File: config.mk
export PLATFORM = sky130hd
export DESIGN_NAME = pwm_tri_qualifier
export DESIGN_NICKNAME = d
export VERILOG_FILES = /design/src/rtl/pwmq_pkg.sv /design/src/rtl/pwmq_sync.sv /design/src/rtl/pwmq_level.sv /design/src/rtl/pwmq_tri.sv /design/src/rtl/pwm_tri_qualifier.sv
export SDC_FILE = /design/constraint.sdc
export NUM_CORES = 1
export LEC_CHECK = 0
export BUFFER_PORTS_ARGS = -buffer_cell sky130_fd_sc_hd__buf_4
export CAP_MARGIN = 10
export CORE_MARGIN = 2
export CORE_UTILIZATION = 55
export DETAILED_ROUTE_END_ITERATION = 12
export PLACE_DENSITY = 0.73
export SKIP_CTS_REPAIR_TIMING = 1
export SLEW_MARGIN = 20
export SYNTH_ARGS = -nofsm -noshare
export SYNTH_HDL_FRONTEND = slang
export SYNTH_SLANG_ARGS = --single-unit
File: constraint.sdc
create_clock -name clk -period 2.7 [get_ports clk]
set_input_delay 0.27 -clock clk [delete_from_list [all_inputs] [get_ports clk]]
set_output_delay 0.27 -clock clk [all_outputs]
set_load 0.01 [all_outputs]
File: src/rtl/pwmq_pkg.sv
package pwmq_pkg;

  typedef enum logic [1:0] {
    CMD_LOW  = 2'b00,
    CMD_HIGH = 2'b01,
    CMD_TRI  = 2'b10
  } cmd_e;

  typedef enum logic [1:0] {
    SMP_MID  = 2'b00,
    SMP_LOW  = 2'b01,
    SMP_HIGH = 2'b10,
    SMP_BAD  = 2'b11
  } smp_e;

  function automatic smp_e classify(input logic above, input logic below);
    case ({above, below})
      2'b10:   return SMP_HIGH;
      2'b01:   return SMP_LOW;
      2'b11:   return SMP_BAD;
      default: return SMP_MID;
    endcase
  endfunction

endpackage

File: src/rtl/pwmq_sync.sv
module pwmq_sync #(
  parameter int STAGES = 2,
  parameter int WIDTH  = 2
) (
  input  logic             clk,
  input  logic             rst,
  input  logic [WIDTH-1:0] d_i,
  output logic [WIDTH-1:0] q_o
);

  logic [STAGES-1:0][WIDTH-1:0] stg_q;

  always_ff @(posedge clk) begin
    if (rst) begin
      stg_q <= '0;
    end else begin
      stg_q[0] <= d_i;
      for (int i = 1; i < STAGES; i++) begin
        stg_q[i] <= stg_q[i-1];
      end
    end
  end

  assign q_o = stg_q[STAGES-1];

  initial begin
    AST_SYNC_DEPTH: assert (STAGES >= 1);
  end

endmodule

File: src/rtl/pwmq_level.sv
module pwmq_level
  import pwmq_pkg::*;
#(
  parameter int MIN_HI = 5,
  parameter int MIN_LO = 13
) (
  input  logic clk,
  input  logic rst,
  input  smp_e smp_i,
  input  logic freeze_i,
  input  logic load_i,
  output logic lvl_o
);

  localparam int MAXW = (MIN_HI > MIN_LO) ? MIN_HI : MIN_LO;
  localparam int RW   = $clog2(MAXW + 1);
  localparam logic [RW-1:0] HI_RELOAD = RW'(MIN_HI - 1);
  localparam logic [RW-1:0] LO_RELOAD = RW'(MIN_LO - 1);

  logic          lvl_q;
  logic [RW-1:0] rem_q;

  always_ff @(posedge clk) begin
    if (rst) begin
      lvl_q <= 1'b0;
      rem_q <= '0;
    end else if (load_i) begin
      if (smp_i == SMP_HIGH) begin
        lvl_q <= 1'b1;
        rem_q <= HI_RELOAD;
      end else begin
        lvl_q <= 1'b0;
        rem_q <= LO_RELOAD;
      end
    end else if (!freeze_i) begin
      if (rem_q != '0) begin
        rem_q <= rem_q - 1'b1;
      end else if (smp_i == SMP_HIGH && !lvl_q) begin
        lvl_q <= 1'b1;
        rem_q <= HI_RELOAD;
      end else if (smp_i == SMP_LOW && lvl_q) begin
        lvl_q <= 1'b0;
        rem_q <= LO_RELOAD;
      end
    end
  end

  assign lvl_o = lvl_q;

  AST_RISE_AFTER_IDLE: assert property (@(posedge clk) disable iff (rst)
    ($rose(lvl_q) && !$past(load_i)) |-> ($past(rem_q) == '0));
  AST_HIGH_RELOAD: assert property (@(posedge clk) disable iff (rst)
    $rose(lvl_q) |-> (rem_q == HI_RELOAD));
  AST_LOW_RELOAD: assert property (@(posedge clk) disable iff (rst)
    $fell(lvl_q) |-> (rem_q == LO_RELOAD));
  AST_FROZEN_LEVEL: assert property (@(posedge clk) disable iff (rst)
    ($past(freeze_i) && !$past(load_i) && !$past(rst)) |-> $stable(lvl_q));

endmodule

File: src/rtl/pwmq_tri.sv
module pwmq_tri
  import pwmq_pkg::*;
#(
  parameter int HOLD_GL = 30,
  parameter int HOLD_GH = 17,
  parameter int EXIT    = 3
) (
  input  logic clk,
  input  logic rst,
  input  smp_e smp_i,
  output logic tri_gl_o,
  output logic tri_gh_o,
  output logic load_o
);

  localparam int HMAX = (HOLD_GL > HOLD_GH) ? HOLD_GL : HOLD_GH;
  localparam int MW   = $clog2(HMAX + 1);
  localparam int EW   = $clog2(EXIT + 1);
  localparam logic [MW-1:0] GL_LIM   = MW'(HOLD_GL);
  localparam logic [MW-1:0] GH_LIM   = MW'(HOLD_GH);
  localparam logic [MW-1:0] MID_SAT  = MW'(HMAX);
  localparam logic [EW-1:0] EXIT_LIM = EW'(EXIT - 1);

  logic [MW-1:0] mid_q;
  logic [MW-1:0] mid_nxt;
  logic [EW-1:0] exit_q;
  logic          gl_q, gh_q;
  logic          in_tri;
  logic          valid;

  assign in_tri  = gl_q | gh_q;
  assign valid   = (smp_i == SMP_LOW) || (smp_i == SMP_HIGH);
  assign mid_nxt = (mid_q == MID_SAT) ? MID_SAT : mid_q + 1'b1;
  assign load_o  = in_tri && valid && (exit_q >= EXIT_LIM);

  always_ff @(posedge clk) begin
    if (rst) begin
      mid_q  <= '0;
      exit_q <= '0;
      gl_q   <= 1'b1;
      gh_q   <= 1'b1;
    end else begin
      case (smp_i)
        SMP_MID: begin
          mid_q  <= mid_nxt;
          exit_q <= '0;
          if (mid_nxt >= GH_LIM) gh_q <= 1'b1;
          if (mid_nxt >= GL_LIM) gl_q <= 1'b1;
        end
        SMP_LOW, SMP_HIGH: begin
          mid_q <= '0;
          if (load_o) begin
            gl_q   <= 1'b0;
            gh_q   <= 1'b0;
            exit_q <= '0;
          end else if (in_tri) begin
            exit_q <= exit_q + 1'b1;
          end else begin
            exit_q <= '0;
          end
        end
        default: begin
          mid_q  <= mid_q;
          exit_q <= exit_q;
        end
      endcase
    end
  end

  assign tri_gl_o = gl_q;
  assign tri_gh_o = gh_q;

  AST_GH_NEEDS_MID: assert property (@(posedge clk) disable iff (rst)
    $rose(gh_q) |-> ($past(smp_i) == SMP_MID));
  AST_GL_NEEDS_MID: assert property (@(posedge clk) disable iff (rst)
    $rose(gl_q) |-> ($past(smp_i) == SMP_MID));
  AST_EXIT_TOGETHER: assert property (@(posedge clk) disable iff (rst)
    ($fell(gl_q) || $fell(gh_q)) |-> (!gl_q && !gh_q));
  AST_BAD_HOLDS: assert property (@(posedge clk) disable iff (rst)
    (!$past(rst) && $past(smp_i) == SMP_BAD) |->
      ($stable(gl_q) && $stable(gh_q) && $stable(mid_q) && $stable(exit_q)));

endmodule

File: src/rtl/pwm_tri_qualifier.sv
module pwm_tri_qualifier
  import pwmq_pkg::*;
#(
  parameter int SYNC_STAGES  = 2,
  parameter int HOLD_GL_CYC  = 30,
  parameter int HOLD_GH_CYC  = 17,
  parameter int EXIT_CYC     = 3,
  parameter int MIN_HIGH_CYC = 5,
  parameter int MIN_LOW_CYC  = 13
) (
  input  logic       clk,
  input  logic       rst,
  input  logic       above_hi_i,
  input  logic       below_lo_i,
  output logic [1:0] cmd_o,
  output logic       gl_tri_o,
  output logic       gh_tri_o
);

  localparam int FLAG_W = 2;

  logic [FLAG_W-1:0] flags_s;
  smp_e              smp;
  logic              tri_gl, tri_gh, load, lvl;

  pwmq_sync #(
    .STAGES(SYNC_STAGES),
    .WIDTH (FLAG_W)
  ) u_sync (
    .clk(clk),
    .rst(rst),
    .d_i({above_hi_i, below_lo_i}),
    .q_o(flags_s)
  );

  assign smp = classify(flags_s[1], flags_s[0]);

  pwmq_tri #(
    .HOLD_GL(HOLD_GL_CYC),
    .HOLD_GH(HOLD_GH_CYC),
    .EXIT   (EXIT_CYC)
  ) u_tri (
    .clk     (clk),
    .rst     (rst),
    .smp_i   (smp),
    .tri_gl_o(tri_gl),
    .tri_gh_o(tri_gh),
    .load_o  (load)
  );

  pwmq_level #(
    .MIN_HI(MIN_HIGH_CYC),
    .MIN_LO(MIN_LOW_CYC)
  ) u_level (
    .clk     (clk),
    .rst     (rst),
    .smp_i   (smp),
    .freeze_i(tri_gl | tri_gh),
    .load_i  (load),
    .lvl_o   (lvl)
  );

  always_comb begin
    if (tri_gl || tri_gh) cmd_o = CMD_TRI;
    else if (lvl)         cmd_o = CMD_HIGH;
    else                  cmd_o = CMD_LOW;
  end

  assign gl_tri_o = tri_gl;
  assign gh_tri_o = tri_gh;

  initial begin
    AST_PARAMS_SANE: assert (HOLD_GL_CYC >= 1 && HOLD_GH_CYC >= 1 && EXIT_CYC >= 1
                             && MIN_HIGH_CYC >= 1 && MIN_LOW_CYC >= 1);
  end

  AST_CMD_LEGAL: assert property (@(posedge clk) disable iff (rst)
    cmd_o != 2'b11);
  AST_INVALID_KEEPS_CMD: assert property (@(posedge clk) disable iff (rst)
    (!$past(rst) && $past(smp) == SMP_BAD) |-> $stable(cmd_o));
  AST_LOAD_ONLY_VALID: assert property (@(posedge clk) disable iff (rst)
    load |-> (smp == SMP_LOW || smp == SMP_HIGH));

endmodule

Word-level counts from Yosys, hierarchy flattened
Index checks and enable logic that the tools add are counted.

cells by class
  $add $sub $neg = 3
  order comparisons = 3
  eq/ne operators = 11
  mux-type cells = 25
  bitwise gates (word level) = 1
  reductions and logical operators = 17

operator list
  operator                                                                  number
  4-bit 2-to-1 mux                                                          6
  5-bit >= comparator (second input constant)                               2
  1-bit 2-to-1 mux                                                          10
  5-bit case mux with 2 select lines                                        1
  3-bit AND reduction                                                       3
  4-bit nonzero test                                                        2
  2-bit == test (second input constant)                                     3
  2-bit 2-to-1 mux                                                          3
  2-bit inequality test (second input constant)                             3
  2-bit case mux with 3 select lines                                        1
  5-bit by 1-bit adder with 5-bit output (second input constant)            1
  5-bit == test (second input constant)                                     1
  5-bit 2-to-1 mux                                                          1
  2-bit by 1-bit == test with 1-bit output (second input constant)          2
  1-bit logical AND                                                         4
  2-bit by 1-bit inequality test with 1-bit output (second input constant)  2
  1-bit case mux with 2 select lines                                        2
  2-bit case mux with 2 select lines                                        1
  4-bit by 1-bit subtractor with 4-bit output (second input constant)       1
  3-bit nonzero test                                                        1
  2-bit by 1-bit adder with 2-bit output (second input constant)            1
  2-bit >= comparator (second input constant)                               1
  2-bit zero test                                                           1
  1-bit logical OR                                                          2
  other kinds (5)                                                           5

word-level totals
  flip-flop bits (word level) = 18

Logic depth before layout (Yosys ltp)
  depth after elaboration = 9
  gate-level depth with buffers = 6
  mapped depth without buffers = 6

By module
A second synthesis with hierarchy kept.

unflattened totals
  cells, all modules = 128
  area total of the unflattened synthesis = 1,094.8 um^2

by module, submodules not included
  module             times used  cells an instance  area an instance (um^2)  seq. area each (um^2)
  pwmq_tri           1           74                 630.6                    180.2
  pwmq_level         1           40                 322.8                    100.1
  pwmq_sync          1           10                 120.1                    80.1
  pwm_tri_qualifier  1           4                  21.3                     0.0

Worst setup path after synthesis
OpenSTA, ideal clock, no wires.

  path type = register to register
  start point = register u_sync.stg_q, in the netlist u_sync.q_o[0]
  end point = register u_tri.gh_q, in the netlist u_tri.tri_gh_o
  setup time = 0.128 ns
  data arrival time = 1.465 ns
  data required time = 2.572 ns
  slack = 1.107 ns
  cell stages (with the launch flop) = 7
  cells stage by stage = dfxtp_1 > inv_1 > ha_1 > o221ai_2 > a2111oi_4 > o31a_1 > o221ai_2

between the ends
  word-level cells in the longest chain between the ends = 8
  elaborated cells between the ends (all ways) = 16
  classes of those cells = eq/ne (7); mux (2); reduce/logical (7)

ends and longest elaborated chain
  element                                                                           RTL line                        text
  start: declaration                                                                pwmq_sync.sv:11                 logic [STAGES-1:0][WIDTH-1:0] stg_q;
  start signal: indexed assignment                                                  pwmq_sync.sv:19                 stg_q[i] <= stg_q[i-1];
  2-bit == test / 2-bit by 1-bit == test with 1-bit output (equally long branches)  pwmq_pkg.sv:17                  case ({above, below})
  2-bit case mux with 3 select lines (*)                                            pwmq_pkg.sv:17
  2-bit by 1-bit == test with 1-bit output / 2-bit == test (equally long branches)  pwmq_tri.sv:32, pwmq_tri.sv:43
  1-bit logical OR                                                                  pwmq_tri.sv:32                  assign valid = (smp_i == SMP_LOW) || (smp_i == SMP_HIGH);
  1-bit logical AND (2 in a row)                                                    pwmq_tri.sv:34                  assign load_o = in_tri && valid && (exit_q >= EXIT_LIM);
  2-bit inequality test (no line)                                                   -
  3-bit AND reduction (no line)                                                     -
  end signal: assignment                                                            pwmq_tri.sv:41                  gh_q <= 1'b1;
  end signal: assignment                                                            pwmq_tri.sv:47                  if (mid_nxt >= GH_LIM) gh_q <= 1'b1;
  end signal: assignment                                                            pwmq_tri.sv:54                  gh_q <= 1'b0;
  end: declaration                                                                  pwmq_tri.sv:27                  logic gl_q, gh_q;

Every way passes the cells marked *; elsewhere a longest branch is shown, timed or not.
A chain may end at the register's enable or synchronous reset.

Worst setup path in the final report
  start point = register u_sync.stg_q, in the netlist u_sync.q_o[1]
  end point = register u_tri.gh_q, in the netlist u_tri.tri_gh_o

Same word-level chain as after synthesis.

==> impl_metrics.yaml <==
outcome:
  status: "finished clean"
floorplanning:
  dieArea_um2: 2260
  die_h_um: 47.5
  ios: 8
  core.rowCount: 15
  core_area_um2: 1750
  die_w_um: 47.5
  initial_utilization_pct: 59.7
critical_path:
  cp-start-kind: "register"
  crit_type: "reg2reg"
  end_kind: "register"
  critPathArrivalTime_ps: 1980
  crit_slowest_cell: "dfxtp_1"
  slowest_delay_ps: 390
  endpoint: "u_tri.tri_gh_o"
  cp.required_ps: 2880
  setup.worst_path.start: "u_sync.q_o[1]"
  crit_chain: "inv_1, ha_1, o221ai_2, a2111oi_4, o31a_1, o221ai_2"
  reg2reg_to: "u_tri.tri_gh_o"
  r2r_slack_ps: 900
  r2r_start: "u_sync.q_o[1]"
  r2r_cells: 6
  cp_common_cell: "o221ai_2"
  cp_max_fo: 10
global_routing:
  grt_pass1_wl_um: 3280
  grt_overflow: 0
  grt_max_degree: 18
  track_usage_pct: 20.1
  grt_pass1_vias: 766
  antenna_found_initial: 0
sta:
  drv_slew: 0
  relSlewSlack_pct: 61.1
  post-route-min-period_ps: 1800
  setup_ws_ps: 902
  finalClockSkew_ps: 5.96
  rsz0062_at_grt: "false"
  min_period_over_period_pct: 66.6
  hold_violations: 0
  tns_ps: 0
  fmax_mhz: 556
  setup_viol: 0
  worst_slew_pin_slew_ps: 584
  fin_hold_ws_ps: 182
synthesis:
  synthFlopType: "dfxtp_1"
  synthCells: 117
  synth_xor_area_share_pct: 0.840
  syn-num-nets: 130
  synth-simple-area-share_pct: 23.4
  ys_ff_latch: 18
  post_synth_fa_ha_maj_area_fraction_pct: 10.8
  synthArstFlopShare_pct: 0
  synth_edf_count: 0
  ys_types: 40
  synth-compound-area-share_pct: 23.9
  avgSynthCellArea_um2: 8.91
  synth_top_family_by_area: "compound AO/OA/AOI/OAI gates"
  synthMuxAreaShare_pct: 1.08
  yosysSeqAreaShare_pct: 34.6
  syn-cell-area_um2: 1040
  yosysWarnings: 0
clock_network:
  cts_inserted_buffers: 3
  root_buffer: "clkbuf_4"
  clkSinkCount: 18
  clock_latency_ps: 300
  clockBufferDepth: 2
  htreeDepth: 1
  tritoncts: "built"
  clk_pin_slew_worst_paths_ps: 100
routing:
  vias_per_cell: 5.79
  drcViolationCount: 0
  first_pass_iters: 4
  top_layer_used: "met4"
  ant_nets: 0
  dr_wl_met3_um: 37
  drt_iter0_drc: 14
  wl_met1_um: 1000
  vias: 862
  wire_per_inst_um: 13.2
  met2_length_um: 882
  routed_wl_um: 1960
finish:
  layout_common_cells: "18 x dfxtp_1, 11 x nor2_1, 9 x ha_1"
  final_common_cell: "dfxtp_1"
  n_antenna_cell: 0
  nFillCells: 154
  area_delta_synth_final_pct: 9.00
  fin_area_um2: 1140
  finish.net_count: 138
  drive_above_1_share_pct: 17.7
placement:
  dp_slack_ps: 930
  place_hpwl_um: 1420
  port_buffers: 7
  postPlaceCellArea_um2: 1100
  gp_congestion: 0.793
power_and_ir_drop:
  switching_share_pct: 24.6
  p_sw_uw: 123
  combPwrFrac_pct: 9.7
  p_per_area_nw_per_um2: 440
  seq_power_share_pct: 56.5
  clkPwrFrac_pct: 33.8
  power_uw: 500
  intPower_uw: 377
  leakagePower_nw: 0.423
  vdd_drop_max_mv: 0.384
job:
  maxCapViolations: 0
worst_hold_path:
  hp-class: "in2reg"
[critical path: cells and delay by family (launching register included)]
kind                       cells  cell delay [ps]
buffers and inverters          1               80
DFF                            1              390
AOI/OAI and AO/OA              4              840
adders and majority gates      1              390
[cells by family (layout without fill, tap and decap cells)]
kind of cell	count (synthesis)	in the layout
xor gates and xnor gates	1	1
and+or+nand+nor	46	46
DFF	18	18
buffers and inverters	12	19
adders and majority gates	9	9
muxes	1	1
AOI/OAI and AO/OA	30	30
[layer usage]
| layer | global-route usage [%] | vias up |
|---|---|---|
| met2 | 30.8 | 13 |
| met1 | 29.1 | 399 |
| li1 | - | 443 |
| met3 | 2.26 | 7 |
| met4 | 7.57 | 0 |
| met5 | 0 | - |
[worst min-delay path by stage]
| stage | to | from | cells past startpoint | slack (ps) |
|---|---|---|---|---|
| 2_1_floorplan | u_sync.q_o[0] | rst | 1 | 340 |
| 3_3_place_gp | u_sync.q_o[1] | u_sync.stg_q[1] | 1 | 430 |
| 3_5_place_dp | u_sync.q_o[1] | u_sync.stg_q[1] | 1 | 440 |
| 4_1_cts | u_sync.stg_q[1] | above_hi_i | 2 | 180 |
| 5_1_grt | u_sync.stg_q[1] | above_hi_i | 2 | 200 |
| 6_report | u_sync.stg_q[1] | above_hi_i | 2 | 180 |
[sequential cells by signal (all words and copies together) (netlist names)]
signal and count:
u_sync.stg_q 2, u_tri.tri_gh_o 1, u_level.rem_q 4, u_tri.mid_q 5
u_sync.q_o 2, u_level.lvl_o 1, u_tri.exit_q 2, u_tri.tri_gl_o 1
[Yosys cell counts (all sizes together) (3+ instances only)]
| master | number | area share (%) |
|---|---|---|
| a22oi | 3 | 2.2 |
| a21oi | 8 | 3.8 |
| ha | 9 | 11 |
| dfxtp | 18 | 35 |
| nor3 | 5 | 2.4 |
| inv | 8 | 2.9 |
| nand3 | 5 | 2.4 |
| or3 | 3 | 1.8 |
| nor2 | 11 | 4.0 |
| a31oi | 4 | 2.4 |
| nand2 | 7 | 2.5 |
| nor2b | 5 | 3.0 |
[power groups by stage]
stage	Combinational [mW]	Clock [mW]	Sequential [mW]
after global placement	0.0476	0	0.288
final	0.0483	0.169	0.282
after CTS	0.0487	0.172	0.282
after global routing	0.0565	0.182	0.284
after floorplan	0.0389	0	0.286
after detailed placement	0.0484	0	0.288
[through the flow]
| stage | utilization [%] | cells |
|---|---|---|
| finish | 65.1 | 149 |
| global route | 65.1 | 149 |
| CTS | 65.1 | 149 |
| detailed placement | 63.0 | 145 |
| global placement | 63.0 | 145 |
| floorplan | - | 117 |
[layout make-up]
class | instances | area (um^2) | share of cell area (%)
Tap cell | 25 | 31.3 | 2.75
Multi-Input combinational cell | 87 | 626 | 55.1
Sequential cell | 18 | 360 | 31.7
Clock buffer | 4 | 36.3 | 3.19
Timing Repair Buffer | 7 | 52.6 | 4.63
Inverter | 8 | 30.0 | 2.64
Power figures use the tool's default switching activity.
